`src/rtl/clk_cfg_pkg.sv`:
```
package clk_cfg_pkg;
  localparam int unsigned AW = 3;
  localparam int unsigned DW = 8;
  localparam int unsigned CW = 3;
  localparam int unsigned PLL_EN_BIT = 7;

  typedef enum logic [AW-1:0] {
    A_PCLK = 3'd0,
    A_MODE = 3'd1,
    A_CLKA = 3'd2,
    A_CLKB = 3'd3,
    A_PLL  = 3'd4,
    A_STAT = 3'd5
  } reg_addr_e;

  localparam logic [1:0] PCLK_RST = 2'b11;
endpackage

```
`src/rtl/clk_cfg_mode_regs.sv`:
```
module clk_cfg_mode_regs
  import clk_cfg_pkg::*;
#(
  parameter int unsigned DW_P = DW
) (
  input  logic            clk_i,
  input  logic            rst_ni,
  input  logic            wr_pclk_i,
  input  logic            wr_mode_i,
  input  logic [DW_P-1:0] wdata_i,
  input  logic            pll_en_i,
  output logic [1:0]      pclk_o,
  output logic            wait1_o,
  output logic            clk_lock_o,
  output logic            wdt_lock_o
);
  logic [1:0] pclk_q, pclk_d;
  logic       wait1_q, wait1_d;
  logic       clk_lock_q, clk_lock_d;
  logic       wdt_lock_q, wdt_lock_d;

  always_comb begin
    pclk_d     = pclk_q;
    wait1_d    = wait1_q;
    clk_lock_d = clk_lock_q;
    wdt_lock_d = wdt_lock_q;
    if (wr_pclk_i) pclk_d = wdata_i[1:0];
    if (wr_mode_i) begin
      if (!pll_en_i) wait1_d = wdata_i[0];
      // set-only: a zero write leaves the lock alone
      clk_lock_d = clk_lock_q | wdata_i[1];
      wdt_lock_d = wdt_lock_q | wdata_i[2];
    end
  end

  always_ff @(posedge clk_i or negedge rst_ni) begin
    if (!rst_ni) begin
      pclk_q     <= PCLK_RST;
      wait1_q    <= 1'b0;
      clk_lock_q <= 1'b0;
      wdt_lock_q <= 1'b0;
    end else begin
      pclk_q     <= pclk_d;
      wait1_q    <= wait1_d;
      clk_lock_q <= clk_lock_d;
      wdt_lock_q <= wdt_lock_d;
    end
  end

  assign pclk_o     = pclk_q;
  assign wait1_o    = wait1_q;
  assign clk_lock_o = clk_lock_q;
  assign wdt_lock_o = wdt_lock_q;
endmodule

```
`src/rtl/clk_cfg_shadow.sv`:
```
module clk_cfg_shadow
  import clk_cfg_pkg::*;
#(
  parameter int unsigned DW_P = DW,
  parameter int unsigned CW_P = CW
) (
  input  logic            clk_i,
  input  logic            rst_ni,
  input  logic            wr_a_i,
  input  logic            wr_b_i,
  input  logic            wr_pll_i,
  input  logic [DW_P-1:0] wdata_i,
  input  logic            clk_lock_i,
  input  logic            wdt_lock_i,
  output logic [CW_P-1:0] a_o,
  output logic [CW_P-1:0] b_o,
  output logic [DW_P-1:0] pll_o
);
  logic [CW_P-1:0] a_q, b_q, a_blk, b_blk;
  logic [DW_P-1:0] pll_q;

  always_comb begin
    a_blk = {CW_P{clk_lock_i}};
    b_blk = {CW_P{clk_lock_i}};
    b_blk[0] = clk_lock_i | wdt_lock_i; // stop request also held by watchdog lock
  end

  for (genvar i = 0; i < CW_P; i++) begin : g_ctl
    always_ff @(posedge clk_i or negedge rst_ni) begin
      if (!rst_ni) begin
        a_q[i] <= 1'b0;
        b_q[i] <= 1'b0;
      end else begin
        if (wr_a_i && !a_blk[i]) a_q[i] <= wdata_i[i];
        if (wr_b_i && !b_blk[i]) b_q[i] <= wdata_i[i];
      end
    end
  end

  always_ff @(posedge clk_i or negedge rst_ni) begin
    if (!rst_ni)                     pll_q <= '0;
    else if (wr_pll_i && !clk_lock_i) pll_q <= wdata_i;
  end

  assign a_o   = a_q;
  assign b_o   = b_q;
  assign pll_o = pll_q;
endmodule

```
`src/rtl/clk_cfg_err_mon.sv`:
```
module clk_cfg_err_mon (
  input  logic clk_i,
  input  logic rst_ni,
  input  logic wait1_i,
  input  logic pll_en_i,
  input  logic hi_freq_i,
  input  logic clr_i,
  output logic err_o
);
  logic err_q, set_w;

  assign set_w = wait1_i & pll_en_i & hi_freq_i;

  always_ff @(posedge clk_i or negedge rst_ni) begin
    if (!rst_ni) err_q <= 1'b0;
    else         err_q <= set_w | (err_q & ~clr_i);
  end

  assign err_o = err_q;
endmodule

```
`src/rtl/clk_cfg_lock.sv`:
```
module clk_cfg_lock
  import clk_cfg_pkg::*;
#(
  parameter int unsigned AW_P = AW,
  parameter int unsigned DW_P = DW
) (
  input  logic            clk_i,
  input  logic            rst_ni,
  input  logic [AW_P-1:0] addr_i,
  input  logic            we_i,
  input  logic [DW_P-1:0] wdata_i,
  output logic [DW_P-1:0] rdata_o,
  input  logic [1:0]      prot_i,
  input  logic            pll_hi_freq_i,
  output logic            tmr_clk_f1_o,
  output logic            sio_clk_f1_o,
  output logic            sfr_wait1_o,
  output logic            clk_lock_o,
  output logic            ring_osc_en_o,
  output logic            wdt_src_ring_o,
  output logic            wdt_keep_run_o,
  output logic            bclk_keep_o,
  output logic            main_stop_o,
  output logic            wait_clk_stop_o,
  output logic [1:0]      cpu_src_o,
  output logic            stop_req_o,
  output logic            osc_det_en_o,
  output logic [DW_P-1:0] pll_ctrl_o,
  output logic            pll_err_o
);
  logic wr_pclk, wr_mode, wr_a, wr_b, wr_pll, clr_err;
  logic [1:0]      pclk;
  logic            wait1, clk_lock, wdt_lock, pll_en, err;
  logic [CW-1:0]   a_q, b_q;
  logic [DW_P-1:0] pll_q;

  always_comb begin
    wr_pclk = 1'b0;
    wr_mode = 1'b0;
    wr_a    = 1'b0;
    wr_b    = 1'b0;
    wr_pll  = 1'b0;
    clr_err = 1'b0;
    if (we_i) begin
      unique case (addr_i)
        A_PCLK:  wr_pclk = prot_i[0];
        A_MODE:  wr_mode = prot_i[1];
        A_CLKA:  wr_a    = prot_i[0];
        A_CLKB:  wr_b    = prot_i[0];
        A_PLL:   wr_pll  = prot_i[0];
        A_STAT:  clr_err = wdata_i[0];
        default: ;
      endcase
    end
  end

  assign pll_en = pll_q[PLL_EN_BIT];

  clk_cfg_mode_regs #(.DW_P(DW_P)) u_mode (
    .clk_i      (clk_i),
    .rst_ni     (rst_ni),
    .wr_pclk_i  (wr_pclk),
    .wr_mode_i  (wr_mode),
    .wdata_i    (wdata_i),
    .pll_en_i   (pll_en),
    .pclk_o     (pclk),
    .wait1_o    (wait1),
    .clk_lock_o (clk_lock),
    .wdt_lock_o (wdt_lock)
  );

  clk_cfg_shadow #(.DW_P(DW_P), .CW_P(CW)) u_shadow (
    .clk_i      (clk_i),
    .rst_ni     (rst_ni),
    .wr_a_i     (wr_a),
    .wr_b_i     (wr_b),
    .wr_pll_i   (wr_pll),
    .wdata_i    (wdata_i),
    .clk_lock_i (clk_lock),
    .wdt_lock_i (wdt_lock),
    .a_o        (a_q),
    .b_o        (b_q),
    .pll_o      (pll_q)
  );

  clk_cfg_err_mon u_err (
    .clk_i     (clk_i),
    .rst_ni    (rst_ni),
    .wait1_i   (wait1),
    .pll_en_i  (pll_en),
    .hi_freq_i (pll_hi_freq_i),
    .clr_i     (clr_err),
    .err_o     (err)
  );

  always_comb begin
    rdata_o = '0;
    unique case (addr_i)
      A_PCLK:  rdata_o[1:0]    = pclk;
      A_MODE:  rdata_o[2:0]    = {wdt_lock, clk_lock, wait1};
      A_CLKA:  rdata_o[CW-1:0] = a_q;
      A_CLKB:  rdata_o[CW-1:0] = b_q;
      A_PLL:   rdata_o         = pll_q;
      A_STAT:  rdata_o[0]      = err;
      default: ;
    endcase
  end

  assign tmr_clk_f1_o    = pclk[0];
  assign sio_clk_f1_o    = pclk[1];
  assign sfr_wait1_o     = wait1;
  assign clk_lock_o      = clk_lock;
  assign bclk_keep_o     = clk_lock;
  assign ring_osc_en_o   = wdt_lock;
  assign wdt_src_ring_o  = wdt_lock;
  assign wdt_keep_run_o  = wdt_lock;
  assign main_stop_o     = a_q[0];
  assign wait_clk_stop_o = a_q[1];
  assign cpu_src_o       = {b_q[1], a_q[2]};
  assign stop_req_o      = b_q[0];
  assign osc_det_en_o    = b_q[2];
  assign pll_ctrl_o      = pll_q;
  assign pll_err_o       = err;
endmodule

```
`config.mk`:
```
export PLATFORM = sky130hd
export DESIGN_NAME = clk_cfg_lock
export DESIGN_NICKNAME = d
export VERILOG_FILES = /design/src/rtl/clk_cfg_pkg.sv /design/src/rtl/clk_cfg_mode_regs.sv /design/src/rtl/clk_cfg_shadow.sv /design/src/rtl/clk_cfg_err_mon.sv /design/src/rtl/clk_cfg_lock.sv
export SDC_FILE = /design/constraint.sdc
export NUM_CORES = 1
export LEC_CHECK = 0
export BUFFER_PORTS_ARGS = -buffer_cell sky130_fd_sc_hd__buf_2
export CAP_MARGIN = 5
export CORE_ASPECT_RATIO = 1.1
export CORE_MARGIN = 5
export CORE_UTILIZATION = 41
export DETAILED_ROUTE_END_ITERATION = 16
export GPL_TIMING_DRIVEN = 1
export HOLD_SLACK_MARGIN = 0.05
export PLACE_DENSITY_LB_ADDON = 0.15
export SYNTH_ARGS = -nofsm -noshare
export SYNTH_HDL_FRONTEND = slang
export SYNTH_SLANG_ARGS = --single-unit
```
`constraint.sdc`:
```
create_clock -name clk_i -period 1.42 [get_ports clk_i]
set_input_delay 0.071 -clock clk_i [delete_from_list [all_inputs] [get_ports clk_i]]
set_output_delay 0.071 -clock clk_i [all_outputs]
set_load 0.03 [all_outputs]
```
==> impl_metrics.toml, run 1 <==
[synth]
synth_cells = 86
synth_ff_type = "dfrtp_1"
netlist.top_cell.by_area = "dfrtp_1"
ys_types = 31
synthTopCellsByCount = "18 x dfrtp_1, 16 x mux2_2, 5 x and3_1"
syn_area_um2 = 1042
syn_area_per_cell_um2 = 12.12
synth_most_common_cell = "dfrtp_1"
ys_ff_latch = 20
ys_seq_area_frac = 0.4826
synth_warnings = 0
synthArstFlopShare = 1.000
synth_top_area_share = 0.4322
synth-edff-count = 0
synthTopCellsByArea = "dfrtp_1 43%, mux2_2 17%, dfstp_2 5.0%, mux2_4 4.3%, and3_1 3.0%"
syn_nets = 103

[global_route]
gr-usage-met2 = 0.2910
antenna_found_initial = 0
grt_overflow = 0
top_usage_layer = "met2"
grt_util_met3 = 0.02479
use_met1 = 0.1946
grt_pass1_vias = 982
grt_use_total = 0.1629
grt_max_degree = 21
grt_pass1_wl_mm = 4.623

[floorplan]
die_y_um = 62.88
coreArea_um2 = 2472
io_pins = 48
die_w_um = 58.07
initial_core_util = 0.4216
fp-row-count = 19
die-area_um2 = 3651

[placement]
placed_cells = 160
place_hpwl_mm = 1.956
post-place-ws_ns = -0.006829
io_buffers = 47
place_congestion = 0.7638
place_area_um2 = 1299

[cts]
clock_sinks = 20
clk_path_buf_depth = 2
cts_tree = "done"
clk_pin_slew_ns = 0.13
h-tree-depth = 1
cts_root_buf = "clkbuf_4"
worst_skew_pair.late_latency_ns = 0.30
cts_inserted_buffers = 3

[power]
p_total_mw = 2.391
power_frac_seq = 0.353
combPwrFrac = 0.450
p_sw_uw = 946.4
power.density_nw_per_um2 = 1569
irDropWorstVdd_mv = 0.9659
p_leak_nw = 0.7676
swShare = 0.3959
clkPwrFrac = 0.196
p_int_mw = 1.444

[layout]
antenna-diode-count = 0
area_growth_pct = 46.22
finalNonFillerCells = 178
layout-drive-gt1-share = 0.6259
n_fill_cell = 234
fin_area_um2 = 1524
final_util = 0.6164
finalNetCount = 165

[route]
wl_per_cell_um = 15.37
drt-vias-per-instance = 5.242
remaining_drc_errors = 0
drt-pass1-iter-count = 4
wl_mm = 2.735
detail-route-antenna-nets = 0
drtIter0Drc = 15
vias = 933

[worst_setup_path]
arrival_ns = 1.67
path_max_fanout = 3
critical_path.endpoint_type = "register"
cp.required_ns = 1.61
cp-start-kind = "register"
worstSetupPathType = "register to register"

[min_path]
hold_class = "input pin to register"

[sta]
finalHoldViolCount = 0
hold_slack_ns = 0.1001
maxSlewHeadroom = 0.7026
setup_slack_ns = -0.05408
grt_setup_unrepaired = "yes"
skew_ns = 0.01101
layout_min_cycle_time_ns = 1.474
slew_violations = 0
setup_tns_ns = -0.1825
fin_crit_sh = 1.038
clock.fmax_mhz = 678.4
tightest_slew_ns = 0.4460
setup_viol = 5

[run_status]
violations = "setup timing"
outcome = "complete, but fails checks"

[run]
cap_violations = 0
[cell type report]
| class | instances | area (um2) | area share |
|---|---|---|---|
| sequential | 20 | 504.2 | 0.3309 |
| tap | 31 | 38.79 | 0.02545 |
| clock inverter | 1 | 30.03 | 0.01970 |
| clock buffer | 3 | 22.52 | 0.01478 |
| timing repair buffer | 65 | 404.1 | 0.2652 |
| multi-input combinational | 58 | 524.3 | 0.3440 |
[final timing paths]
check | start | endpoint | slack [ns] | depth (start not counted)
worst max-delay path | u_mode.clk_lock_o$_DFFE_PN0P_ | u_shadow.a_o[0]$_DFFE_PN0P_ | -0.05 | 3
worst min-delay path | wdata_i[0] | u_shadow.b_o[0]$_DFFE_PN0P_ | 0.10 | 2
worst max register to register | u_mode.clk_lock_o$_DFFE_PN0P_ | u_shadow.a_o[0]$_DFFE_PN0P_ | -0.05 | 3
worst min register to register | u_shadow.b_o[0]$_DFFE_PN0P_ | u_shadow.b_o[0]$_DFFE_PN0P_ | 0.54 | 1
max in group asynchronous | rst_ni | u_mode.pclk_o[0]$_DFFE_PN1P_ | 0.85 | 2
min in group asynchronous | rst_ni | u_shadow.a_o[1]$_DFFE_PN0P_ | 0.23 | 2
[layer usage]
| metal | vias up | share of wire |
|---|---|---|
| li1 | 430 | - |
| met1 | 470 | 0.41 |
| met2 | 31 | 0.52 |
| met3 | 2 | 0.065 |
| met4 | 0 | 0.0048 |
| met5 | - | 0 |
[logic make-up (layout without fill, tap and decap cells)]
family / Yosys count / in the layout / share of synthesized area
AO/OA/AOI/OAI: 12 / 12 / 0.07443
buffers and inverters: 8 / 69 / 0.05282
flip-flops: 20 / 20 / 0.4826
multiplexers: 21 / 21 / 0.2353
AND/OR/NAND/NOR: 25 / 25 / 0.1549
[placed cells by master, fill, tap and decap left out, types with 2 or more instances in the layout]
cell / count
clkbuf_4: 3
dfrtp_1: 17
buf_2: 44
dfstp_2: 2
mux2i_1: 2
nor2b_1: 2
mux2_2: 16
a21oi_1: 2
mux2_4: 3
buf_4: 11
dlygate4sd3_1: 9
and3_1: 5
nor3b_2: 2
nand2_1: 3
nand3b_1: 2
[registers in the layout (all words and copies together), names as in the netlist]
name	flops
u_mode.clk_lock_o	1
u_shadow.pll_o	8
u_mode.wait1_o	1
u_mode.wdt_lock_o	1
u_shadow.a_o	3
u_mode.pclk_o	2
u_shadow.b_o	3
u_err.err_o	1
[worst max-delay path: stages, from the launching register on]
cell and delay, ns:
dfrtp_2 0.42, and3b_1 0.22, or3b_4 0.41, mux2_4 0.31
[power groups by stage]
| stage | Sequential (mW) | Combinational [mW] | Clock (mW) |
|---|---|---|---|
| after global routing | 0.873 | 1.15 | 0.508 |
| after global placement | 0.858 | 0.971 | 0 |
| after detailed placement | 0.865 | 0.982 | 0 |
| final | 0.845 | 1.08 | 0.469 |
| after CTS | 0.848 | 1.07 | 0.481 |
| after floorplan | 1.17 | 0.389 | 0 |
[repair_timing]
| item | 4_1_cts | 5_1_grt |
|---|---|---|
| endpoints found under the hold margin | 28 | 0 |
| pin swaps | 1 | 0 |
| buffers inserted | 4 | 1 |
| gates resized for setup | 7 | 5 |
| hold buffers | 9 | 0 |
| setup endpoints to repair | 6 | 16 |
| cloned | 0 | 0 |
No activity file was read; power rests on OpenSTA's default activity.
==> inputs of run 2 (changes only) <==
Settings changed: SETUP_SLACK_MARGIN set to 0.4.
==> run 2 against run 1 <==
Compared with the run above:
- the flow still finishes with violations (setup timing)
- first-iteration DRC count fell by 33%
- count of clock-buffer cells in the layout is 1 higher
- sequential share of layout area is 4.8 points lower
- clock power is 38% lower
- worst setup slack got worse by 0.011 ns
- register-to-register slack hardly changed
- critical endpoint is now rdata_o[1]
==> impl_metrics.toml, run 2 (synthesized netlist as in run 1, its figures left out) <==
[min_path]
hp-start = "wdata_i[1]"
hold_class = "input pin to register"
min_to = "u_mode.clk_lock_o$_DFFE_PN0P_"
whs_path_depth = 2

[layout]
antenna-diode-count = 0
finalNonFillerCells = 186
area_growth_pct = 72.75
layout-drive-gt1-share = 0.7097
fin_area_um2 = 1800
multi_input_area_um2 = 598.1
finalNetCount = 173
final_cell_mix = "30 x buf_6, 21 x buf_2, 13 x buf_4, 13 x dfrtp_1, 12 x mux2_2"
final_util = 0.7282
regArea_um2 = 509.2
layout_commonest_cell = "buf_6"
n_fill_cell = 188
largest_reg_flops = 8

[route]
wl_mm = 3.176
drt-vias-per-instance = 5.226
drt-pass1-iter-count = 4
drtIter0Drc = 10
wl_per_cell_um = 17.08
vias = 972
detail-route-antenna-nets = 0
remaining_drc_errors = 0

[cts]
cts_tree = "done"
clk_path_buf_depth = 2
h-tree-depth = 1
clock_sinks = 20
worst_skew_pair.late_latency_ns = 0.31
clk_pin_slew_ns = 0.12
cts_inserted_buffers = 3
cts_root_buf = "clkbuf_4"

[floorplan]
fp-row-count = 19
die_y_um = 62.88
initial_core_util = 0.4216
io_pins = 48
die_w_um = 58.07
coreArea_um2 = 2472
die-area_um2 = 3651

[placement]
place_congestion = 0.7391
io_buffers = 47
placed_cells = 160
place_area_um2 = 1315

[sta]
fin_crit_sh = 1.046
clock.fmax_mhz = 673.6
grt_setup_unrepaired = "yes"
layout_min_cycle_time_ns = 1.485
tightest_slew_ns = 0.4684
setup_viol = 12
skew_ns = 0.009372
finalHoldViolCount = 0
setup_slack_ns = -0.06465
setup_tns_ns = -0.2605
maxSlewHeadroom = 0.6877
slew_violations = 0

[global_route]
grt_overflow = 0
grt_pass1_wl_mm = 5.237
grt_pass1_vias = 1081
antenna_found_initial = 0
grt_use_total = 0.1852
grt_max_degree = 21

[worst_setup_path]
path_max_fanout = 3
critPathSlowestCell = "dfrtp_1"
rrSetupSlack_ns = -0.04
cp-start-kind = "register"
path_cells = "mux2_2 > a21oi_2 > o22ai_2 > buf_6"
r2r-end = "u_shadow.a_o[0]$_DFFE_PN0P_"
r2r_start = "u_mode.clk_lock_o$_DFFE_PN0P_"
arrival_ns = 1.41
cp.required_ns = 1.35
cpPeakStageDelay_ns = 0.41
critical_path.endpoint_type = "output port"
worstSetupPathType = "register to output port"
reg2reg_depth = 3
path_delay_family = "flip-flops"
path_buf_inv = 1

[run]
cap_violations = 0

[power]
p_total_mw = 2.624
p_leak_nw = 0.8554
irDropWorstVdd_mv = 1.026
power.density_nw_per_um2 = 1457

[run_status]
violations = "setup timing"
outcome = "complete, but fails checks"
[run 2: cell count changes in the layout (fill, tap and decap cells not counted), sizes merged]
cell         delta
buf             +8
bufinv          -1
dlygate4sd3     -1
clkbuf          +2
[run 2: cell type report]
cell class	count	share of cell area
Sequential cell	20	0.2828
Tap cell	31	0.02154
Multi-Input combinational cell	58	0.3322
Timing Repair Buffer	73	0.3489
Clock buffer	4	0.01459
[run 2: report_power, final]
part,internal [mW],switching [mW]
Clock,0.110,0.183
Sequential,0.744,0.141
Combinational,0.719,0.727
Total,1.57,1.05
[run 2: worst max path at each step]
stage	from	end	cells after the start
floorplan	u_mode.clk_lock_o$_DFFE_PN0P_	u_shadow.a_o[0]$_DFFE_PN0P_	3
global placement	u_mode.clk_lock_o$_DFFE_PN0P_	u_shadow.b_o[0]$_DFFE_PN0P_	3
detailed placement	u_mode.clk_lock_o$_DFFE_PN0P_	u_shadow.a_o[1]$_DFFE_PN0P_	3
CTS	u_mode.pclk_o[1]$_DFFE_PN1P_	rdata_o[1]	4
global route	u_mode.pclk_o[0]$_DFFE_PN1P_	rdata_o[0]	4
finish	u_shadow.b_o[1]$_DFFE_PN0P_	rdata_o[1]	4
[run 2: per-stage QoR]
stage	setup WS [ns]	hold slack [ns]
after global routing	-0.1217	0.07126
after CTS	-0.05850	0.05627
after detailed placement	-0.02024	0.04824
final	-0.06465	0.07603
after floorplan	-0.1163	-0.2246
after global placement	-0.01180	0.04218
[run 2: what timing repair did]
item	in CTS	in global routing
pin swaps	4	1
hold buffers	8	0
setup endpoints to repair	31	41
buffers inserted	7	7
resized for setup	60	20
cloned	0	0
hold endpoints to repair	28	0
[run 2: routing by layer]
layer  up-vias  global-route usage  part of all wire
li1        455                   -                 -
met1       476              0.2178              0.40
met2        35              0.3164              0.51
met3         6             0.04339             0.070
met4         0             0.07536             0.022
met5         -                   0                 0
